### src/rtl/dgt_pkg.sv
package dgt_pkg;

  typedef enum logic [1:0] {
    ST_IDLE = 2'd0,
    ST_RUN  = 2'd1,
    ST_DONE = 2'd2
  } tune_state_e;

  // Roughly one fifth of the code: 1/8 + 1/16 + 1/128 + 1/256, at least one LSB.
  function automatic int gain_decrement(input int code);
    int d;
    d = (code >> 3) + (code >> 4) + (code >> 7) + (code >> 8);
    if (d < 1) d = 1;
    return d;
  endfunction

  // Next code after a quiet iteration, clamped at the floor.
  function automatic int gain_next(input int code, input int floor_code);
    int d;
    d = gain_decrement(code);
    if (code - d < floor_code) return floor_code;
    return code - d;
  endfunction

endpackage

### src/rtl/dgt_hit_catcher.sv
module dgt_hit_catcher #(
  parameter int SYNC_STAGES = 2
) (
  input  logic clk,
  input  logic rst_n,
  input  logic cmp_raw,
  input  logic win_open,
  input  logic clear,
  output logic hit_seen
);

  logic [SYNC_STAGES-1:0] sync_q;
  logic [SYNC_STAGES-1:0] win_q;
  logic                   hit_pulse;
  logic                   sticky_q;

  // The window is delayed by the same depth as the synchronizer so that
  // each synchronized sample is judged against the window of its own cycle.
  always_ff @(posedge clk or negedge rst_n) begin
    if (!rst_n) begin
      sync_q <= '0;
      win_q  <= '0;
    end else begin
      sync_q <= {sync_q[SYNC_STAGES-2:0], cmp_raw};
      win_q  <= {win_q[SYNC_STAGES-2:0], win_open};
    end
  end

  assign hit_pulse = sync_q[SYNC_STAGES-1] & win_q[SYNC_STAGES-1];

  always_ff @(posedge clk or negedge rst_n) begin
    if (!rst_n)         sticky_q <= 1'b0;
    else if (clear)     sticky_q <= 1'b0;
    else if (hit_pulse) sticky_q <= 1'b1;
  end

  assign hit_seen = sticky_q;

endmodule

### src/rtl/dgt_perturb_timer.sv
module dgt_perturb_timer #(
  parameter int PER_TICKS  = 16,
  parameter int HIGH_TICKS = 8,
  parameter int WIN_TICKS  = 4
) (
  input  logic clk,
  input  logic rst_n,
  input  logic sw_tick,
  input  logic go,
  input  logic halt,
  output logic perturb_req,
  output logic win_open,
  output logic iter_start,
  output logic fall_evt
);

  localparam int CW = $clog2(PER_TICKS + 1);
  localparam logic [CW-1:0] LAST_PER  = CW'(PER_TICKS - 1);
  localparam logic [CW-1:0] LAST_HIGH = CW'(HIGH_TICKS - 1);
  localparam logic [CW-1:0] LAST_WIN  = CW'(WIN_TICKS - 1);

  logic          active_q;
  logic          pulse_q;
  logic          win_q;
  logic          fall_q;
  logic [CW-1:0] cnt_q;
  logic          wrap_evt;

  assign wrap_evt   = active_q & ~pulse_q & sw_tick & (cnt_q == LAST_PER);
  assign iter_start = ~halt & ((go & ~active_q) | wrap_evt);

  always_ff @(posedge clk or negedge rst_n) begin
    if (!rst_n) begin
      active_q <= 1'b0;
      pulse_q  <= 1'b0;
      win_q    <= 1'b0;
      fall_q   <= 1'b0;
      cnt_q    <= '0;
    end else begin
      fall_q <= 1'b0;
      if (halt) begin
        active_q <= 1'b0;
        pulse_q  <= 1'b0;
        win_q    <= 1'b0;
        cnt_q    <= '0;
      end else if (iter_start) begin
        active_q <= 1'b1;
        pulse_q  <= 1'b1;
        win_q    <= 1'b1;
        cnt_q    <= '0;
      end else if (active_q && sw_tick) begin
        cnt_q <= cnt_q + 1'b1;
        if (win_q && cnt_q == LAST_WIN) win_q <= 1'b0;
        if (pulse_q && cnt_q == LAST_HIGH) begin
          pulse_q <= 1'b0;
          fall_q  <= 1'b1;
        end
      end
    end
  end

  assign perturb_req = pulse_q;
  assign win_open    = win_q;
  assign fall_evt    = fall_q;

endmodule

### src/rtl/dgt_gain_store.sv
module dgt_gain_store #(
  parameter int GAIN_W     = 8,
  parameter int GAIN_START = 200,
  parameter int GAIN_MIN   = 4
) (
  input  logic              clk,
  input  logic              rst_n,
  input  logic              load,
  input  logic              step,
  input  logic              revert,
  output logic [GAIN_W-1:0] gain,
  output logic              at_min
);

  localparam logic [GAIN_W-1:0] START_C = GAIN_W'(GAIN_START);
  localparam logic [GAIN_W-1:0] MIN_C   = GAIN_W'(GAIN_MIN);

  logic [GAIN_W-1:0] gain_q;
  logic [GAIN_W-1:0] prev_q;
  logic [GAIN_W-1:0] next_c;

  assign next_c = GAIN_W'(dgt_pkg::gain_next(int'(gain_q), GAIN_MIN));

  always_ff @(posedge clk or negedge rst_n) begin
    if (!rst_n) begin
      gain_q <= START_C;
      prev_q <= START_C;
    end else if (load) begin
      gain_q <= START_C;
      prev_q <= START_C;
    end else if (revert) begin
      gain_q <= prev_q;
    end else if (step) begin
      prev_q <= gain_q;
      gain_q <= next_c;
    end
  end

  assign gain   = gain_q;
  assign at_min = (gain_q == MIN_C);

endmodule

### src/rtl/damp_gain_tuner.sv
module damp_gain_tuner #(
  parameter int GAIN_W      = 8,
  parameter int GAIN_START  = 200,
  parameter int GAIN_MIN    = 4,
  parameter int PER_TICKS   = 16,
  parameter int HIGH_TICKS  = 8,
  parameter int WIN_TICKS   = 4,
  parameter int SYNC_STAGES = 2
) (
  input  logic              clk,
  input  logic              rst_n,
  input  logic              sw_tick,
  input  logic              start,
  input  logic              cmp_in,
  output logic [GAIN_W-1:0] gain_code,
  output logic              perturb_req,
  output logic              cmp_en,
  output logic              done,
  output logic              floor_hit
);

  import dgt_pkg::*;

  tune_state_e state_q;
  logic        done_q;
  logic        floor_q;

  // Named internal events, also observed by the bound checker.
  logic go;
  logic abort;
  logic halt;
  logic iter_start;
  logic fall_evt;
  logic decide_evt;
  logic hit_seen;
  logic at_min;
  logic overshoot_end;
  logic floor_end;
  logic step_req;

  assign go            = (state_q == ST_IDLE) & start;
  assign abort         = (state_q != ST_IDLE) & ~start;
  assign decide_evt    = (state_q == ST_RUN) & fall_evt & start;
  assign overshoot_end = decide_evt & hit_seen;
  assign floor_end     = decide_evt & ~hit_seen & at_min;
  assign step_req      = decide_evt & ~hit_seen & ~at_min;
  assign halt          = abort | overshoot_end | floor_end;

  dgt_perturb_timer #(
    .PER_TICKS (PER_TICKS),
    .HIGH_TICKS(HIGH_TICKS),
    .WIN_TICKS (WIN_TICKS)
  ) u_timer (
    .clk        (clk),
    .rst_n      (rst_n),
    .sw_tick    (sw_tick),
    .go         (go),
    .halt       (halt),
    .perturb_req(perturb_req),
    .win_open   (cmp_en),
    .iter_start (iter_start),
    .fall_evt   (fall_evt)
  );

  dgt_hit_catcher #(
    .SYNC_STAGES(SYNC_STAGES)
  ) u_catch (
    .clk     (clk),
    .rst_n   (rst_n),
    .cmp_raw (cmp_in),
    .win_open(cmp_en),
    .clear   (iter_start),
    .hit_seen(hit_seen)
  );

  dgt_gain_store #(
    .GAIN_W    (GAIN_W),
    .GAIN_START(GAIN_START),
    .GAIN_MIN  (GAIN_MIN)
  ) u_gain (
    .clk   (clk),
    .rst_n (rst_n),
    .load  (abort),
    .step  (step_req),
    .revert(overshoot_end),
    .gain  (gain_code),
    .at_min(at_min)
  );

  always_ff @(posedge clk or negedge rst_n) begin
    if (!rst_n) begin
      state_q <= ST_IDLE;
      done_q  <= 1'b0;
      floor_q <= 1'b0;
    end else if (abort) begin
      state_q <= ST_IDLE;
      done_q  <= 1'b0;
      floor_q <= 1'b0;
    end else begin
      case (state_q)
        ST_IDLE: if (go) state_q <= ST_RUN;
        ST_RUN: begin
          if (overshoot_end) begin
            state_q <= ST_DONE;
            done_q  <= 1'b1;
          end else if (floor_end) begin
            state_q <= ST_DONE;
            done_q  <= 1'b1;
            floor_q <= 1'b1;
          end
        end
        default: state_q <= state_q;
      endcase
    end
  end

  assign done      = done_q;
  assign floor_hit = floor_q;

endmodule

### config.mk
export PLATFORM = sky130hd
export DESIGN_NAME = damp_gain_tuner
export DESIGN_NICKNAME = d
export VERILOG_FILES = /design/src/rtl/dgt_pkg.sv /design/src/rtl/dgt_hit_catcher.sv /design/src/rtl/dgt_perturb_timer.sv /design/src/rtl/dgt_gain_store.sv /design/src/rtl/damp_gain_tuner.sv
export SDC_FILE = /design/constraint.sdc
export NUM_CORES = 1
export LEC_CHECK = 0
export ABC_AREA = 1
export ABC_CLOCK_PERIOD_IN_PS = 3970
export BUFFER_PORTS_ARGS = -buffer_cell sky130_fd_sc_hd__buf_2
export CAP_MARGIN = 0
export CORE_ASPECT_RATIO = 0.9
export CORE_MARGIN = 10
export CORE_UTILIZATION = 30
export CTS_CLUSTER_SIZE = 14
export DETAILED_ROUTE_END_ITERATION = 6
export GPL_TIMING_DRIVEN = 0
export PLACE_DENSITY_LB_ADDON = 0.12
export SLEW_MARGIN = 20
export SYNTH_ARGS = -nofsm -noshare
export SYNTH_HDL_FRONTEND = slang
export SYNTH_SLANG_ARGS = --single-unit
### constraint.sdc
create_clock -name clk -period 3.97 [get_ports clk]
set_clock_uncertainty 0.1 [all_clocks]
set_input_delay 0.5955 -clock clk [delete_from_list [all_inputs] [get_ports clk]]
set_output_delay 0.5955 -clock clk [all_outputs]
set_load 0.05 [all_outputs]
### Word level (Yosys, flattened, before mapping)

Index checks and enable logic that the tools add are counted.
Widths: inputs -> output; s select.

* output and inout port bits: 12
* word-level logic and storage cells: 113
* input bits: 5
* flip-flop bits (word level): 34

* $add $sub $neg: 4
* muxes and demuxes: 41
* equal/unequal tests: 8
* $lt $le $gt $ge: 2
* reductions and logical operators: 22
* bitwise logic cells: 23

Operators by type and width (number)
* $mux 8: 7
* $add 32x2->32: 1
* $lt 32x2->1 const B: 1
* $lt 32x4->1 const B: 1
* $mux 32: 1
* $sub 9x32->32: 1
* $mux 1: 24
* $reduce_bool 3->1: 6
* $mux 5: 3
* $and 1x1->1: 14
* $reduce_bool 2->1: 6
* $eq 8x3->1 const B: 1
* $mux 2: 4
* $reduce_and 2->1: 4
* $add 5x4->6: 1
* $not 1->1: 6
* $reduce_and 3->1: 2
* $add 5x1->5 const B: 1
* $eq 5x2->1 const B: 1
* $eq 5x3->1 const B: 1
* $eq 5x4->1 const B: 1
* $ne 4x4->1 const B: 1
* $pmux 2 s2: 1
* $logic_and 1x1->1: 3
* other kinds (6): 8

### Depth between registers and ports, before layout

Gate-level depths: netlist of the first run.

* word-level depth: 11
* depth in mapped cells: 27

### Cells and area by module

Synthesis of the first run repeated with hierarchy kept, for this count alone.

* cells, all modules: 295
* area total of the unflattened synthesis: 2270.9 µm²

Modules (own cells, without submodules)
* dgt_gain_store: area an instance 1398.8 µm², times used 1, cells an instance 197
* dgt_perturb_timer: area an instance 484.2 µm², times used 1, cells an instance 59
* damp_gain_tuner: area an instance 246.5 µm², times used 1, cells an instance 31
* dgt_hit_catcher: area an instance 141.4 µm², times used 1, cells an instance 8

### Worst setup path before layout of the first run

OpenSTA, ideal clock, no wires.

* path kind: register to register
* start point: reg u_gain.gain_q[4], in the netlist u_gain.gain[4]
* end point: reg u_gain.gain_q[1], in the netlist u_gain.gain[1]
* setup slack: 0.053 ns
* period minus slack after synthesis: 3.917 ns
* data arrival time: 3.699 ns
* stages on the path, launching flop included: 26
* required time: 3.752 ns
* cell sequence: dfrtp_1 ha_1 inv_1 fa_1 inv_1 ha_1 inv_1 nor2_1 nand2_1 or3_4 ha_1 nand2_1 inv_1 nand2_1 nand2_1 a31oi_1 ha_1 inv_1 nor2_1 nand3_1 nor2_1 nand3_2 nand3_1 nand2_1 nand2_1 nand2_1

* cells in the longest elaborated chain, start to end: 11
* elaborated cells on any way between the ends: 15
* those cells by class: 3 x add/sub; 2 x order compare; 1 x eq/ne; 6 x mux; 2 x bitwise; 1 x reduce/logical

RTL lines
* start: declaration: line dgt_gain_store.sv:18 `logic [GAIN_W-1:0] gain_q;`
* start signal: assignment: line dgt_gain_store.sv:32 `gain_q <= prev_q;`
* start signal: assignment: line dgt_gain_store.sv:35 `gain_q <= next_c;`
* $add 5x4->6: line dgt_pkg.sv:12 `d = (code >> 3) + (code >> 4) + (code >> 7) + (code >> 8);`
* $add 32x2->32: line dgt_pkg.sv:12
* $lt 32x2->1: line dgt_pkg.sv:13 `if (d < 1) d = 1;`
* $mux 32: line dgt_pkg.sv:13
* $sub 9x32->32: line dgt_pkg.sv:21 `if (code - d < floor_code) return floor_code;`
* $lt 32x4->1: line dgt_pkg.sv:21
* $mux 1: line dgt_pkg.sv:21
* $mux 8: line dgt_pkg.sv:22 `return code - d;`
* $mux 8: line dgt_gain_store.sv:33 `end else if (step) begin`
* $mux 8: line dgt_gain_store.sv:31 `end else if (revert) begin`
* $mux 8: line dgt_gain_store.sv:28 `end else if (load) begin`

Parallel ways exist; a longest one is shown, timed or not. The select of a mux whose other input is x is not followed.
A chain may end at the register's enable or synchronous reset.

### Worst setup path after layout of the first run

* start point: reg u_gain.gain_q[3], in the netlist u_gain.gain[3]
* end point: reg u_gain.gain_q[4], in the netlist u_gain.gain[4]

The elaborated chain is that of the path after synthesis.

==> results of run 1 <==
registers in the layout (all words and copies together), names as in the netlist:
name,cells
done,1
floor_hit,1
state_q,2
u_catch.hit_seen,1
u_catch.sync_q,2
u_catch.win_q,2
u_gain.gain,8
u_gain.prev_q,8
u_timer.active_q,1
u_timer.cnt_q,5
u_timer.fall_evt,1
u_timer.perturb_req,1
u_timer.win_open,1
cell usage in the layout, fill, tap and decap left out, types with 3 or more instances in the layout:
cell type	n
nand4_1	4
nand3b_1	5
nand3_1	15
nor2_4	3
a21oi_1	18
ha_4	8
ha_1	12
nand2_1	65
nand2_4	3
nor2_1	32
inv_1	43
dfstp_2	6
inv_2	11
xor2_4	3
buf_4	24
nand2_2	14
nand3_2	5
xor2_2	3
clkbuf_8	5
nor2_2	6
o21ai_0	4
buf_2	17
nand3_4	3
dfrtp_1	26
worst max-delay path, delay by kind of cell (launching register included):
kind                       cells  cell delay [ns]
AOI/OAI and AO/OA              1             0.04
xor gates and xnor gates       1             0.18
adders and majority gates      5             1.41
buffers and inverters          5             0.29
DFF                            1             0.57
and+or+nand+nor               14             1.17
how the worst min path moves through the flow:
stage / to / slack [ns] / cells after the start
floorplan: done / 0.20 / 0
global placement: u_catch.win_q[1] / 0.23 / 0
detailed placement: u_catch.win_q[1] / 0.23 / 0
CTS: u_catch.win_q[1] / 0.25 / 0
global route: u_catch.sync_q[1] / 0.27 / 0
finish: u_catch.win_q[1] / 0.25 / 0
layout make-up:
| cell class | instances | area (µm²) | share of cell area |
|---|---|---|---|
| Buffer | 1 | 5.00 | 0.00156 |
| Clock buffer | 5 | 68.8 | 0.0215 |
| Clock inverter | 3 | 40.0 | 0.0125 |
| Inverter | 56 | 218 | 0.0681 |
| Multi-Input combinational cell | 227 | 1630 | 0.508 |
| Sequential cell | 34 | 861 | 0.269 |
| Tap cell | 96 | 120 | 0.0376 |
| Timing Repair Buffer | 40 | 260 | 0.0814 |
kinds of logic after synthesis:
family | share of synthesized area
simple gates | 0.300
buf+inv | 0.0914
fa+ha+maj | 0.123
flops | 0.365
xor+xnor | 0.0367
compound gates | 0.0840
per-layer routing:
layer  share of wire  global-route usage  vias to the layer above
li1                -                   -                     1090
met1            0.54               0.157                     1005
met2            0.42               0.145                       28
met3           0.032              0.0288                        4
met4          0.0092              0.0299                        0
met5               0                   0                        -
stage by stage:
stage	utilization	setup WS, ns	setup TNS (ns)	cell area (µm²)
2_1_floorplan	-	0.0530	0	2350
3_3_place_gp	0.337	-0.216	-0.973	2550
3_5_place_dp	0.337	-0.253	-1.29	2550
4_1_cts	0.390	0.0000178	0	2960
5_1_grt	0.422	-0.137	-0.688	3200
6_report	0.422	0.0979	0	3200
timing repair:
item                                    CTS  global route
buffers inserted                         15             9
endpoints found under the setup margin    7             7
resized for setup                        36            40
pin swaps                                21            26
hold buffers                              0             0
==> results_tabular.tex, run 1 <==
\begin{tabular}{lr}
\hline
Metric & Value \\
\hline
\multicolumn{2}{l}{\textbf{Floorplanning}} \\
\quad Standard-cell rows & 30 \\
\quad I/O pin count & 17 \\
\quad Initial core utilization & 0.310 \\
\quad Standard cell core area & 7580 µm² \\
\quad Width of the chip & 113 µm \\
\quad Height of the die & 104 µm \\
\quad Die Footprint & 11800 µm² \\
\multicolumn{2}{l}{\textbf{Yosys}} \\
\quad Cell type with the largest total area after synthesis & dfrtp\_1 \\
\quad Cells after synthesis & 318 \\
\quad Synthesis warning total & 0 \\
\quad Number of unique standard cell types used by synthesis & 33 \\
\quad Post-synthesis sequential area ratio & 0.365 \\
\quad Cell types with the highest counts after synthesis & nand2\_1 (79), inv\_1 (49), nor2\_1 (40), dfrtp\_1 (28), nand3\_1 (22) \\
\quad Fraction of synthesized cell area taken by the top area cell type & 0.298 \\
\quad Synth Register Bits & 34 \\
\quad Prevailing post-synth register cell & dfrtp\_1 \\
\quad Avg Synthesized Cell Area & 7.40 µm² \\
\quad Most common cell in the netlist & nand2\_1 \\
\quad Async set or reset register ratio after synthesis & 1.00 \\
\quad Number of enable flip-flop cells after synthesis & 0 \\
\quad Post-Syn Area & 2350 µm² \\
\quad Post-Synthesis Net Count & 345 \\
\quad Top cells by area, synth & dfrtp\_1 (30\%), nand2\_1 (13\%), ha\_1 (11\%) \\
\multicolumn{2}{l}{\textbf{Critical path}} \\
\quad Reg2Reg Depth & 26 \\
\quad Biggest cell delay along the critical path & 0.57 ns \\
\quad Data arrival time of the critical path & 3.95 ns \\
\quad Critical Path Source & u\_gain.gain[3] \\
\quad Crit-path slowest cell & dfstp\_2 \\
\quad Worst-case register-to-register setup slack & 0.1 ns \\
\quad Data required time of the critical path & 4.05 ns \\
\quad Last element of the critical path & u\_gain.gain[4] \\
\quad Setup Crit Path Kind & flop to flop \\
\quad Critical Path Fanout Max & 7 \\
\quad Critical path startpoint category & flop \\
\quad Worst reg2reg startpoint & u\_gain.gain[3] \\
\quad Cell seen most often among critical-path stages & nand2\_1 \\
\quad Worst Setup End Kind & flop \\
\quad Capture point of the worst reg-to-reg path & u\_gain.gain[4] \\
\multicolumn{2}{l}{\textbf{Timing}} \\
\quad RSZ-0062 raised after global routing & yes \\
\quad Worst slew pin tran & 0.752 ns \\
\quad Hold Worst Slack & 0.250 ns \\
\quad Number of hold violations in the final report & 0 \\
\quad Clock period minus final worst setup slack & 3.87 ns \\
\quad Number of failing setup endpoints in the final timing report & 0 \\
\quad Worst slew slack as a fraction of its limit & 0.498 \\
\quad Portion of the clock cycle consumed by the worst path in the final layout & 0.975 \\
\quad Achievable Freq & 258 MHz \\
\quad Number of pins with negative max-slew slack in the final report & 0 \\
\multicolumn{2}{l}{\textbf{Drt}} \\
\quad Total number of vias & 2127 \\
\quad Routed wire length per instance & 13.5 µm \\
\quad Mean number of vias per cell & 4.60 \\
\quad Count of nets left with antenna violations after detail routing & 0 \\
\quad Iteration count of the initial detailed-routing pass & 4 \\
\quad DRT iter0 DRCs & 80 \\
\quad DRC Markers & 0 \\
\quad Total wire length after detailed routing & 6.23 mm \\
\multicolumn{2}{l}{\textbf{Layout}} \\
\quad Fraction of final layout cells sized beyond drive strength 1 & 0.352 \\
\quad Number of antenna cells inserted & 0 \\
\quad Fill count & 791 \\
\quad Synthesis-to-finish area growth & 35.9\% \\
\quad Number of standard cells in the layout, taps in and fillers out & 462 \\
\quad Number of nets at the end of the flow & 392 \\
\multicolumn{2}{l}{\textbf{Placement}} \\
\quad HPWL reported at the end of detailed placement & 4.47 mm \\
\quad Routability congestion estimate from global placement & 0.823 \\
\quad Placed Cells incl. Taps & 430 \\
\quad Number of port buffers & 16 \\
\multicolumn{2}{l}{\textbf{Global route}} \\
\quad Global-route wire length before repair & 10.5 mm \\
\quad Antenna violations before repair & 0 \\
\quad Remaining Overflow, GRT & 0 \\
\quad Pin count of the biggest net entering global routing & 35 \\
\quad Total routing resource utilization after global routing & 0.107 \\
\quad Number of global-route vias before repair & 2125 \\
\multicolumn{2}{l}{\textbf{CTS}} \\
\quad Clk sinks & 34 \\
\quad Clock latency on the worst-skew pair & 0.28 ns \\
\quad Total CTS buffers & 5 \\
\quad Clock tree buffer depth & 2 \\
\quad Root cell of the clock tree & clkbuf\_8 \\
\quad CTS tree & done \\
\quad Clk slew on worst S/H paths & 0.07 ns \\
\quad H-tree levels & 2 \\
\multicolumn{2}{l}{\textbf{Hold path}} \\
\quad Startpoint of the tightest hold check path & u\_catch.win\_q[0] \\
\quad Min-Delay Path Class & flop to flop \\
\multicolumn{2}{l}{\textbf{Run}} \\
\quad Max capacitance violation total & 0 \\
\multicolumn{2}{l}{\textbf{Outcome}} \\
\quad Outcome & finished, final reports clean \\
\hline
\end{tabular}
Power of run 1 is not shown: default switching activity piles up to over one toggle a cycle in this logic, so the estimate is an artifact.
==> run 2: changes to the inputs <==
Settings changed: REMOVE_ABC_BUFFERS from default to 1.
==> run 2 against run 1 <==
Against the previous run:
- global-route usage shrank 0.40 points
- critical path depth shrank 1
- wire length shrank 1.1%
- highest routed layer unchanged
==> results_tabular.tex, run 2 (synthesis gave the netlist of run 1 again) <==
\begin{tabular}{lr}
\hline
Metric & Value \\
\hline
\multicolumn{2}{l}{\textbf{CTS}} \\
\quad Clk sinks & 34 (unchanged) \\
\quad CTS tree & done \\
\quad Clock latency on the worst-skew pair & 0.29 ns (about the same) \\
\quad Total CTS buffers & 5 (unchanged) \\
\quad Post-cts hold buffer count & 0 (unchanged) \\
\quad Clk slew on worst S/H paths & 0.07 ns (about the same) \\
\quad Clock tree buffer depth & 2 (unchanged) \\
\quad H-tree levels & 2 (unchanged) \\
\quad Root cell of the clock tree & clkbuf\_8 \\
\multicolumn{2}{l}{\textbf{Timing}} \\
\quad Worst slew pin tran & 0.768 ns (+0.0160 ns) \\
\quad Number of hold violations in the final report & 0 (unchanged) \\
\quad Number of failing setup endpoints in the final timing report & 0 (unchanged) \\
\quad Clock period minus final worst setup slack & 3.87 ns (+0.00106 ns) \\
\quad Achievable Freq & 258 MHz (about the same) \\
\quad Number of pins with negative max-slew slack in the final report & 0 (unchanged) \\
\quad Total negative slack & 0 ns (unchanged) \\
\quad Worst slew slack as a fraction of its limit & 0.488 (-0.0106) \\
\quad RSZ-0062 raised after global routing & yes \\
\quad Portion of the clock cycle consumed by the worst path in the final layout & 0.976 (about the same) \\
\multicolumn{2}{l}{\textbf{Layout}} \\
\quad Commonest non-fill, non-tap cell in the layout & nand2\_1 \\
\quad Fraction of final layout cells sized beyond drive strength 1 & 0.338 (-0.0144) \\
\quad Final non-filler cell area & 3120 µm² (-2.4\%) \\
\quad Number of antenna cells inserted & 0 (unchanged) \\
\quad Synthesis-to-finish area growth & 32.6\% \\
\quad Number of nets at the end of the flow & 381 (-2.8\%) \\
\quad Highest-count cells in the layout ignoring fill and taps & nand2\_1 (66), inv\_1 (42), nor2\_1 (32) \\
\multicolumn{2}{l}{\textbf{Placement}} \\
\quad Number of port buffers & 16 (unchanged) \\
\quad HPWL reported at the end of detailed placement & 4.47 mm (+0.14\%) \\
\quad Routability congestion estimate from global placement & 0.826 (+0.38\%) \\
\quad Placed cell areas & 2550 µm² (-0.20\%) \\
\multicolumn{2}{l}{\textbf{Floorplanning}} \\
\quad Standard cell core area & 7580 µm² (unchanged) \\
\quad Width of the chip & 113 µm (unchanged) \\
\quad Die Footprint & 11800 µm² (unchanged) \\
\quad Height of the die & 104 µm (unchanged) \\
\quad I/O pin count & 17 (unchanged) \\
\quad Initial core utilization & 0.310 (unchanged) \\
\quad Standard-cell rows & 30 (unchanged) \\
\multicolumn{2}{l}{\textbf{Drt}} \\
\quad Count of nets left with antenna violations after detail routing & 0 (unchanged) \\
\quad Routed wire length per instance & 13.7 µm (+1.4\%) \\
\quad DRT iter0 DRCs & 97 (+21\%) \\
\quad Total number of vias & 2084 (-2.0\%) \\
\quad Total wire length after detailed routing & 6.16 mm (-1.1\%) \\
\quad Iteration count of the initial detailed-routing pass & 4 (unchanged) \\
\quad DRC Markers & 0 (unchanged) \\
\quad Mean number of vias per cell & 4.62 (+0.37\%) \\
\multicolumn{2}{l}{\textbf{Run}} \\
\quad Max capacitance violation total & 0 (unchanged) \\
\multicolumn{2}{l}{\textbf{Critical path}} \\
\quad Critical Path Fanout Max & 7 (unchanged) \\
\quad Critical Path Source & u\_gain.gain[3] \\
\quad Data required time of the critical path & 4.06 ns (about the same) \\
\quad Worst Setup End Kind & flop \\
\quad Setup Crit Path Kind & flop to flop \\
\quad Data arrival time of the critical path & 3.96 ns (about the same) \\
\quad Critical path startpoint category & flop \\
\quad Worst reg2reg startpoint & u\_gain.gain[3] \\
\multicolumn{2}{l}{\textbf{Outcome}} \\
\quad Outcome & finished, final reports clean \\
\multicolumn{2}{l}{\textbf{Global route}} \\
\quad Antenna violations before repair & 0 (unchanged) \\
\quad Global-route wire length before repair & 10.2 mm (-2.6\%) \\
\quad Number of global-route vias before repair & 2059 (-3.1\%) \\
\quad Pin count of the biggest net entering global routing & 35 (unchanged) \\
\quad Remaining Overflow, GRT & 0 (unchanged) \\
\quad Total routing resource utilization after global routing & 0.103 (-0.00404) \\
\multicolumn{2}{l}{\textbf{Hold path}} \\
\quad Min-Delay Path Class & flop to flop \\
\quad Startpoint of the tightest hold check path & u\_catch.sync\_q[0] \\
\hline
\end{tabular}
[run 2: cell type report]
| class | instances | area (µm²) |
|---|---|---|
| repair buffers | 30 | 189 |
| multi-input cells | 227 | 1630 |
| clock inverters | 1 | 30.0 |
| flip-flops and latches | 34 | 861 |
| fillers | 799 | 4460 |
| clock buffers | 7 | 76.3 |
| well taps | 96 | 120 |
| inverters | 56 | 215 |
[run 2: path summary, 6_finish.rpt]
path                                          end  slack (ns)  depth (start not counted)
worst max-delay path               u_gain.gain[0]         0.1                         25
worst min-delay path            u_catch.sync_q[1]        0.25                          0
worst max register to register     u_gain.gain[0]         0.1                         25
worst min register to register  u_catch.sync_q[1]        0.25                          0
max in group asynchronous          u_gain.gain[4]        2.95                          1
min in group asynchronous        u_gain.prev_q[0]        0.28                          1
[run 2: through the flow]
step	util	hold WS (ns)	setup WS, ns	instances
floorplan	-	0.200	0.0444	317
CTS	0.381	0.251	-0.00553	446
global route	0.412	0.251	-0.120	451
global placement	0.336	0.234	-0.330	429
detailed placement	0.336	0.236	-0.386	429
finish	0.412	0.249	0.0968	451
[run 2: timing repair]
item                                    in CTS  in global routing
endpoints found under the setup margin       7                  7
resized for setup                           34                 45
setup buffers                               10                  5
pin swaps                                   19                 25
cloned                                       0                  0
[run 2: routing by layer]
metal,track usage,up-vias,share of wire
met5,0,-,0
met4,0.0190,0,0.0065
met3,0.0248,4,0.048
met2,0.143,37,0.42
met1,0.154,970,0.52
li1,-,1073,-
[run 2: critical path, cell delays in order, from the launching register on]
cell and delay (ns):
dfstp_2 0.58, ha_4 0.14, inv_2 0.04, fa_2 0.52, inv_2 0.05, ha_4 0.15, inv_4 0.07, xor2_2 0.08
nor2_1 0.10, nand2_1 0.07, nor2_2 0.16, nand3_4 0.08, nand2_4 0.08, ha_4 0.14, inv_4 0.04, fa_2 0.36
nand2_4 0.09, nand3_4 0.08, nand3b_1 0.14, nand4_1 0.14, nand2_2 0.11, nand3_4 0.14, nand3_2 0.11, nand2_2 0.05
nand2_1 0.08, nand2_1 0.04
Power of run 2 is left out for the same reason.
==> run 3: changes to the inputs <==
Settings changed: GPL_TIMING_DRIVEN 0 to default, SLEW_MARGIN 20 to default.
==> run 3 against run 2 <==
Against the previous run:
- sequential share of layout area rose by 0.075 points
- critical path depth increased by 1
- sequential cell count unchanged
- die area did not move
- cell area shrank 0.56%
- non-clock buffer count increased by 12
- register-to-register slack worse by 0.06 ns
- worst setup slack worse by 0.055 ns
- via count up 3.0%
- worst hold slack improved by 0.0063 ns
- cell count increased by 2.7%
- highest routed layer unchanged
==> results_tabular.tex, run 3 (synthesis gave the netlist of run 1 again) <==
\begin{tabular}{lr}
\hline
Metric & Value \\
\hline
\multicolumn{2}{l}{\textbf{Floorplanning}} \\
\quad Die Footprint & 11800 µm² (unchanged) \\
\quad Initial core utilization & 0.310 (unchanged) \\
\quad Width of the chip & 113 µm (unchanged) \\
\quad Height of the die & 104 µm (unchanged) \\
\quad Standard-cell rows & 30 (unchanged) \\
\quad I/O pin count & 17 (unchanged) \\
\quad Standard cell core area & 7580 µm² (unchanged) \\
\multicolumn{2}{l}{\textbf{Hold path}} \\
\quad Number of stages on the worst hold path & 0 (unchanged) \\
\quad Hold Path Sink & u\_catch.win\_q[1] \\
\quad Startpoint of the tightest hold check path & u\_catch.win\_q[0] \\
\quad Min-Delay Path Class & flop to flop \\
\multicolumn{2}{l}{\textbf{CTS}} \\
\quad Total CTS buffers & 5 (unchanged) \\
\quad CTS tree & done \\
\quad Root cell of the clock tree & clkbuf\_8 \\
\quad Clk sinks & 34 (unchanged) \\
\quad Clock tree buffer depth & 2 (unchanged) \\
\quad Clk slew on worst S/H paths & 0.07 ns (about the same) \\
\quad H-tree levels & 2 (unchanged) \\
\quad Post-cts hold buffer count & 0 (unchanged) \\
\quad Clock latency on the worst-skew pair & 0.28 ns (about the same) \\
\multicolumn{2}{l}{\textbf{Layout}} \\
\quad Number of nets at the end of the flow & 393 (+3.1\%) \\
\quad Share of the core filled with cells in the final layout & 0.409 (-0.00231) \\
\quad Commonest non-fill, non-tap cell in the layout & nand2\_1 \\
\quad Fill count & 830 (+3.9\%) \\
\quad Synthesis-to-finish area growth & 31.8\% \\
\quad Highest-count cells in the layout ignoring fill and taps & nand2\_1 (70), inv\_1 (43), nor2\_1 (33) \\
\quad Fraction of final layout cells sized beyond drive strength 1 & 0.327 (-0.0111) \\
\quad Number of antenna cells inserted & 0 (unchanged) \\
\multicolumn{2}{l}{\textbf{Run}} \\
\quad Max capacitance violation total & 0 (unchanged) \\
\multicolumn{2}{l}{\textbf{Global route}} \\
\quad Number of global-route vias before repair & 2122 (+3.1\%) \\
\quad Antenna violations before repair & 0 (unchanged) \\
\quad Remaining Overflow, GRT & 0 (unchanged) \\
\quad Pin count of the biggest net entering global routing & 35 (unchanged) \\
\quad Total routing resource utilization after global routing & 0.105 (+0.00228) \\
\quad Global-route wire length before repair & 10.3 mm (+0.48\%) \\
\multicolumn{2}{l}{\textbf{Critical path}} \\
\quad Data arrival time of the critical path & 4.00 ns (+0.04 ns) \\
\quad Critical path startpoint category & flop \\
\quad Reg2Reg Depth & 26 (+4.0\%) \\
\quad Buffer and inverter count on the worst path & 5 (+1) \\
\quad Crit-path slowest cell & dfstp\_2 \\
\quad Data required time of the critical path & 4.04 ns (-0.02 ns) \\
\quad Biggest cell delay along the critical path & 0.56 ns (-0.02 ns) \\
\quad Critical Path Fanout Max & 7 (unchanged) \\
\quad Setup Crit Path Kind & flop to flop \\
\quad Worst Setup End Kind & flop \\
\quad Worst reg2reg startpoint & u\_gain.gain[3] \\
\quad Capture point of the worst reg-to-reg path & u\_gain.gain[0] \\
\quad Worst-case register-to-register setup slack & 0.04 ns (-0.06 ns) \\
\quad Family with the most delay on the worst path & simple AND/OR/NAND/NOR gates \\
\multicolumn{2}{l}{\textbf{Timing}} \\
\quad Clock period minus final worst setup slack & 3.93 ns (+0.0552 ns) \\
\quad Worst Slack Setup Final & 0.0416 ns (-0.0552 ns) \\
\quad Worst slew slack as a fraction of its limit & 0.494 (+0.00620) \\
\quad RSZ-0062 raised after global routing & yes \\
\quad Worst slew pin tran & 0.759 ns (-0.00931 ns) \\
\quad Number of pins with negative max-slew slack in the final report & 0 (unchanged) \\
\quad Achievable Freq & 255 MHz (-1.4\%) \\
\quad Number of hold violations in the final report & 0 (unchanged) \\
\quad Number of failing setup endpoints in the final timing report & 0 (unchanged) \\
\quad Portion of the clock cycle consumed by the worst path in the final layout & 0.990 (+0.0139) \\
\multicolumn{2}{l}{\textbf{Drt}} \\
\quad Count of nets left with antenna violations after detail routing & 0 (unchanged) \\
\quad Total wire length after detailed routing & 6.31 mm (+2.4\%) \\
\quad DRC Markers & 0 (unchanged) \\
\quad Iteration count of the initial detailed-routing pass & 4 (unchanged) \\
\quad Total number of vias & 2147 (+3.0\%) \\
\quad DRT iter0 DRCs & 121 (+25\%) \\
\quad Mean number of vias per cell & 4.64 (+0.35\%) \\
\quad Routed wire length per instance & 13.6 µm (-0.28\%) \\
\multicolumn{2}{l}{\textbf{Placement}} \\
\quad Routability congestion estimate from global placement & 0.781 (-5.5\%) \\
\quad Number of port buffers & 16 (unchanged) \\
\quad HPWL reported at the end of detailed placement & 4.70 mm (+5.0\%) \\
\quad Worst slack at placement & -0.0853 ns (+0.301 ns) \\
\multicolumn{2}{l}{\textbf{Outcome}} \\
\quad Outcome & finished, final reports clean \\
\hline
\end{tabular}
## run 3: cell types whose count changed in the layout (fill, tap and decap cells not counted), sizes merged
cell | previous run | this run
buf | 30 | 42
bufinv | 1 | 0
clkinv | 0 | 2
clkbuf | 7 | 6
## run 3: how the worst max path moves through the flow
stage | from | cells past startpoint | endpoint | slack, ns
after floorplan | u_gain.gain[4] | 25 | u_gain.gain[1] | 0.04
after global placement | u_gain.gain[3] | 26 | u_gain.gain[0] | -0.05
after detailed placement | u_gain.gain[3] | 26 | u_gain.gain[0] | -0.09
after CTS | u_gain.gain[3] | 26 | u_gain.gain[0] | 0.007
after global routing | u_gain.gain[3] | 23 | u_gain.gain[0] | -0.15
final | u_gain.gain[3] | 26 | u_gain.gain[0] | 0.04
## run 3: area by class of cell
| class | count | area (µm²) | share of cell area |
|---|---|---|---|
| sequential | 34 | 858 | 0.277 |
| tap | 96 | 120 | 0.0387 |
| timing repair buffer | 42 | 279 | 0.0899 |
| clock inverter | 2 | 10.0 | 0.00323 |
| inverter | 56 | 215 | 0.0694 |
| clock buffer | 6 | 72.6 | 0.0234 |
| multi-input combinational | 227 | 1550 | 0.499 |
## run 3: repair_timing
action / CTS / global route
setup buffers: 5 / 6
resized for setup: 20 / 41
setup endpoints to repair: 5 / 7
pin swaps: 3 / 23
## run 3: per-stage QoR
step / TNS [ns] / instances / hold WS (ns) / area [µm²]
after floorplan: 0 / 317 / 0.200 / 2350
after global placement: -0.0780 / 444 / 0.233 / 2660
after detailed placement: -0.216 / 444 / 0.240 / 2660
after CTS: 0 / 457 / 0.258 / 2870
after global routing: -0.595 / 463 / 0.269 / 3100
final: 0 / 463 / 0.256 / 3100
## run 3: metal layers
| metal | vias up | wire length [µm] | global-route usage |
|---|---|---|---|
| met3 | 4 | 151 | 0.0271 |
| met4 | 0 | 29 | 0.0208 |
| met2 | 21 | 2760 | 0.148 |
| met1 | 1019 | 3360 | 0.154 |
| li1 | 1103 | - | - |
| met5 | - | 0 | 0 |
Power of run 3 is left out for the same reason.
